File: src/rtl/pfail_nvseq.sv
module pfail_nvseq #(
  parameter int ADDR_W = 13,
  parameter int DATA_W = 8
) (
  input  logic              clk,
  input  logic              rst_n,
  input  logic              vlow_i,
  input  logic              host_en_i,
  input  logic              host_we_i,
  input  logic [ADDR_W-1:0] host_addr_i,
  input  logic [DATA_W-1:0] host_wdata_i,
  output logic [DATA_W-1:0] host_rdata_o,
  output logic              host_oe_o,
  input  logic              sw_store_i,
  output logic              busy_o,
  output logic              done_o,
  output logic              sram_we_o,
  output logic [ADDR_W-1:0] sram_addr_o,
  output logic [DATA_W-1:0] sram_wdata_o,
  input  logic [DATA_W-1:0] sram_rdata_i,
  output logic              nv_we_o,
  output logic [ADDR_W-1:0] nv_addr_o,
  output logic [DATA_W-1:0] nv_wdata_o,
  input  logic [DATA_W-1:0] nv_rdata_i
);
  localparam logic [ADDR_W-1:0] LAST = '1;

  typedef enum logic [1:0] {S_IDLE, S_STORE, S_CLEAR, S_LOAD} st_t;

  st_t              st;
  logic [ADDR_W-1:0] cnt;
  logic             vlow_q, rec_pend, done_q;
  logic             rise, fall, last, next_pend;

  assign rise      = vlow_i & ~vlow_q;
  assign fall      = ~vlow_i & vlow_q;
  assign last      = (cnt == LAST);
  assign next_pend = fall ? 1'b1 : (rise ? 1'b0 : rec_pend);

  always_ff @(posedge clk or negedge rst_n) begin
    if (!rst_n) begin
      st       <= S_IDLE;
      cnt      <= '0;
      vlow_q   <= 1'b1;
      rec_pend <= 1'b0;
      done_q   <= 1'b0;
    end else begin
      vlow_q <= vlow_i;
      done_q <= 1'b0;
      case (st)
        S_IDLE: begin
          cnt <= '0;
          if (rise)                       st <= S_STORE;
          else if (fall)                  st <= S_CLEAR;
          else if (sw_store_i && !vlow_i) st <= S_STORE;
        end
        S_STORE: begin
          cnt      <= cnt + 1'b1;
          rec_pend <= next_pend;
          if (last) begin
            done_q   <= 1'b1;
            rec_pend <= 1'b0;
            st       <= next_pend ? S_CLEAR : S_IDLE;
          end
        end
        S_CLEAR: begin
          cnt <= cnt + 1'b1;
          if (last) st <= S_LOAD;
        end
        default: begin
          cnt <= cnt + 1'b1;
          if (last) begin
            st     <= S_IDLE;
            done_q <= 1'b1;
          end
        end
      endcase
    end
  end

  assign busy_o       = (st != S_IDLE);
  assign done_o       = done_q;
  assign host_oe_o    = ~busy_o & host_en_i & ~host_we_i;
  assign host_rdata_o = sram_rdata_i;
  assign sram_we_o    = (st == S_CLEAR) | (st == S_LOAD) |
                        (~busy_o & host_en_i & host_we_i & ~vlow_i);
  assign sram_addr_o  = busy_o ? cnt : host_addr_i;
  assign sram_wdata_o = (st == S_LOAD)  ? nv_rdata_i :
                        (st == S_CLEAR) ? '0 : host_wdata_i;
  assign nv_we_o      = (st == S_STORE);
  assign nv_addr_o    = cnt;
  assign nv_wdata_o   = sram_rdata_i;

  a_r1_store_starts: assert property (@(posedge clk) disable iff (!rst_n)
    (!busy_o && vlow_i && !vlow_q) |=> nv_we_o);
  a_r3_load_after_clear: assert property (@(posedge clk) disable iff (!rst_n)
    (st == S_LOAD && $past(st) != S_LOAD) |-> $past(st) == S_CLEAR);
  a_r4_recall_keeps_nv: assert property (@(posedge clk) disable iff (!rst_n)
    (busy_o && sram_we_o) |-> !nv_we_o);
  a_r6_lowvolt_nowrite: assert property (@(posedge clk) disable iff (!rst_n)
    (vlow_i && !busy_o) |-> !sram_we_o);
  a_r8_done_single: assert property (@(posedge clk) disable iff (!rst_n)
    done_o |=> !done_o);
  a_r8_counter_step: assert property (@(posedge clk) disable iff (!rst_n)
    busy_o |=> cnt == $past(cnt) + 1'b1);
  a_r9_pending_recall: assert property (@(posedge clk) disable iff (!rst_n)
    (st == S_STORE && last && rec_pend && !vlow_i) |=> st == S_CLEAR);
endmodule

File: config.mk
export PLATFORM = sky130hd
export DESIGN_NAME = pfail_nvseq
export DESIGN_NICKNAME = d
export VERILOG_FILES = /design/src/rtl/pfail_nvseq.sv
export SDC_FILE = /design/constraint.sdc
export NUM_CORES = 1
export LEC_CHECK = 0
export BUFFER_PORTS_ARGS = -buffer_cell sky130_fd_sc_hd__buf_2
export CAP_MARGIN = 40
export CORE_MARGIN = 5
export CORE_UTILIZATION = 40
export DETAILED_ROUTE_END_ITERATION = 10
export PLACE_DENSITY = 0.8
export SYNTH_ARGS = -nofsm -noshare
export SYNTH_HDL_FRONTEND = slang
export SYNTH_SLANG_ARGS = --single-unit
File: constraint.sdc
create_clock -name clk -period 1.9 [get_ports clk]
set_input_delay 0.285 -clock clk [delete_from_list [all_inputs] [get_ports clk]]
set_output_delay 0.285 -clock clk [all_outputs]
set_load 0.02 [all_outputs]
==> metrics <==
status finished, final reports clean; Highest Clock Rate 538.5 MHz; FF-to-FF path depth 5; Antenna Cells 0; syn_nets 178; Crit. End Element output port; global-route wire length before repair 5016 um; row count 20; Crit path depth 4; ys async rst share 100.0%; commonest non-fill, non-tap cells in the layout 71 x buf_2, 15 x dfrtp_1, 13 x mux2_2; hold path startpoint vlow_i; Core Footprint 3078 um^2; CP max FO 13; crit path time final 1.857 ns; Post-synth EDFFs 0; P&R area growth vs syn 31.21%; family with the most delay on the worst path flip-flops; number of global-route vias before repair 1106; Clock Tree Buf Depth 2; DRT iter0 DRCs 21; Die Width 66.90 um; area of the multi-input gates 696.9 um^2; Total Nets Final 241; Mapped Area 1295 um^2; syn avg cell area 9.885 um^2; routed len/inst 13.24 um; Worst-Skew Late Latency 0.29 ns; Slew @ Worst Pin 0.3948 ns; die footprint 4476 um^2; GP Congestion 0.7709; fin crit share 97.74%; CP max stage delay 0.46 ns; power per cell area 399.1 nW/um^2; max_slew headroom 73.68%; Post-DRT Antenna Nets 0; Buffers on Ports 73; Startpoint Class register; most common cell after layout, fill and taps aside buf_2; R2R setup slack 0.26 ns; Finished Core Util 55.20%; Placement Setup Slack 0.2927 ns; worst min path class in2reg; Worst Path Buf+Inv 2; placed cells 229; placed inst area 1598 um^2; RSZ-0062 raised after global routing yes; Final Max Tran Viols 0; FF+latch count, synth 18; CTS clock-pin slew for the worst setup and hold paths 0.10 ns; crit path cell chain nor2_4 -> buf_12 -> mux2_2 -> buf_2; H-tree levels 1; # Max-Cap Violations 0; fill count 294; final setup fails 0; TritonCTS clock tree yes; design area 1699 um^2; Worst EP required 1.62 ns; Slowest-stage cell, CP dfrtp_2; reg2reg start nv_addr_o[0]; WHS Path Cells 1; largest net degree at the start of global routing 27; setup TNS 0 ns; gr usage total 14.10%; post-synthesis cell type count 37; GRT overflow 0; R2R Path End st[1]; clock sink total 18; CTS Buf Count 3; fin worst setup slack 0.04303 ns; final wirelength 3139 um; Die Ht 66.90 um; VDD IR max 0.0003925 V; HPWL Detailed 2442 um; drt pass-1 iters 4; Vias 1147; Crit path arrival time 1.57 ns; num ports 98; Final Hold Vio Count 0; root buffer cell clkbuf_4; non-filler cells, final 237; Synth Flop Type dfrtp_1; clk_skew 0.005872 ns; Hold Path Sink vlow_q; Starting Density 42.07%; Post-Syn Instances 131; layout cells sized above 1 55.96%; register area 454.2 um^2; Lkg Pwr 0.8950 nW; Crit Path Class reg2out; YS warnings 0; post-synthesis sequential area ratio 34.88%; DRC viols 0; antenna violations before repair 0; vias per cell 4.840
-- routing by layer --
layer | GRT usage, % | part of all wire (%) | up-vias | wire length (um)
met5 | 0 | 0 | - | 0
li1 | - | - | 565 | -
met2 | 23.51 | 52 | 34 | 1619
met3 | 2.867 | 7.0 | 4 | 220
met4 | 4.051 | 0.54 | 0 | 17
met1 | 18.27 | 41 | 544 | 1281
-- per-stage QoR --
stage               hold WS [ns]  total power, mW
global route              0.1003           0.7180
detailed placement        0.2410           0.4920
floorplan               -0.01059           0.4846
global placement          0.2347           0.4894
CTS                       0.1183           0.6888
finish                    0.1275           0.6781
-- report_power, final --
| group | switching [mW] | internal, mW |
|---|---|---|
| Sequential | 0.00381 | 0.386 |
| Clock | 0.111 | 0.0817 |
| Combinational | 0.0478 | 0.0470 |
| Total | 0.163 | 0.515 |
-- kinds of logic (layout without fill, tap and decap cells) --
family / Yosys count / count (layout) / share of synthesized area [%]
AO/OA/AOI/OAI: 16 / 16 / 9.083
adder cells (fa/ha/maj): 4 / 4 / 3.865
flip-flops: 18 / 18 / 34.88
AND/OR/NAND/NOR: 44 / 44 / 20.87
multiplexers: 14 / 14 / 12.46
buffers and inverters: 25 / 87 / 12.08
XOR/XNOR: 10 / 10 / 6.763
-- repair_timing --
action                                 4_1_cts  5_1_grt
pin swaps                                    0        1
hold buffers                                 1        0
endpoints found under the hold margin       17        0
gates resized for setup                      1        7
gates cloned                                 0        1
setup endpoints to repair                   13       14
setup buffers                                0        2
-- sequential cells by signal (all words and copies together), names as in the netlist --
register   cells
nv_addr_o     13
st             2
done_o         1
vlow_q         1
rec_pend       1
-- synth_stat cells (2+ instances only) --
master	number	area, um^2
buf_4	16	120.1
dfrtp_1	17	425.4
xnor2_1	4	35.03
nand4_1	2	12.51
inv_1	5	18.77
buf_2	2	10.01
nand3_1	3	15.01
a21oi_1	3	15.01
mux2_2	13	146.4
nor3_1	4	20.02
nor2_1	12	45.04
ha_1	4	50.05
xor2_1	6	52.55
o21ai_0	2	10.01
clkbuf_1	2	7.510
a22o_1	8	70.07
and2_1	3	18.77
nand2_1	6	22.52
-- worst reg2reg max path, delay by kind of cell, from the launching register on --
kind	cells	cell delay, ns
compound gates	1	0.05
flops	1	0.42
simple gates	2	0.55
fa+ha+maj	1	0.22
mux	1	0.34
-- layout make-up --
cell class / count / share of cell area, %
multi-input cells: 88 / 41.02
flip-flops and latches: 18 / 26.73
repair buffers: 78 / 26.36
well taps: 44 / 3.240
clock buffers: 4 / 1.546
inverters: 5 / 1.105
-- worst max path at each step --
stage / from / end / slack [ns]
2_1_floorplan: st[0] / host_oe_o / 0.15
3_3_place_gp: nv_addr_o[0] / st[1] / 0.29
3_5_place_dp: nv_addr_o[0] / st[1] / 0.29
4_1_cts: st[0] / sram_addr_o[10] / 0.0005
5_1_grt: st[1] / sram_addr_o[8] / -0.03
6_report: st[1] / sram_addr_o[10] / 0.04
Power figures use the tool's default switching activity.
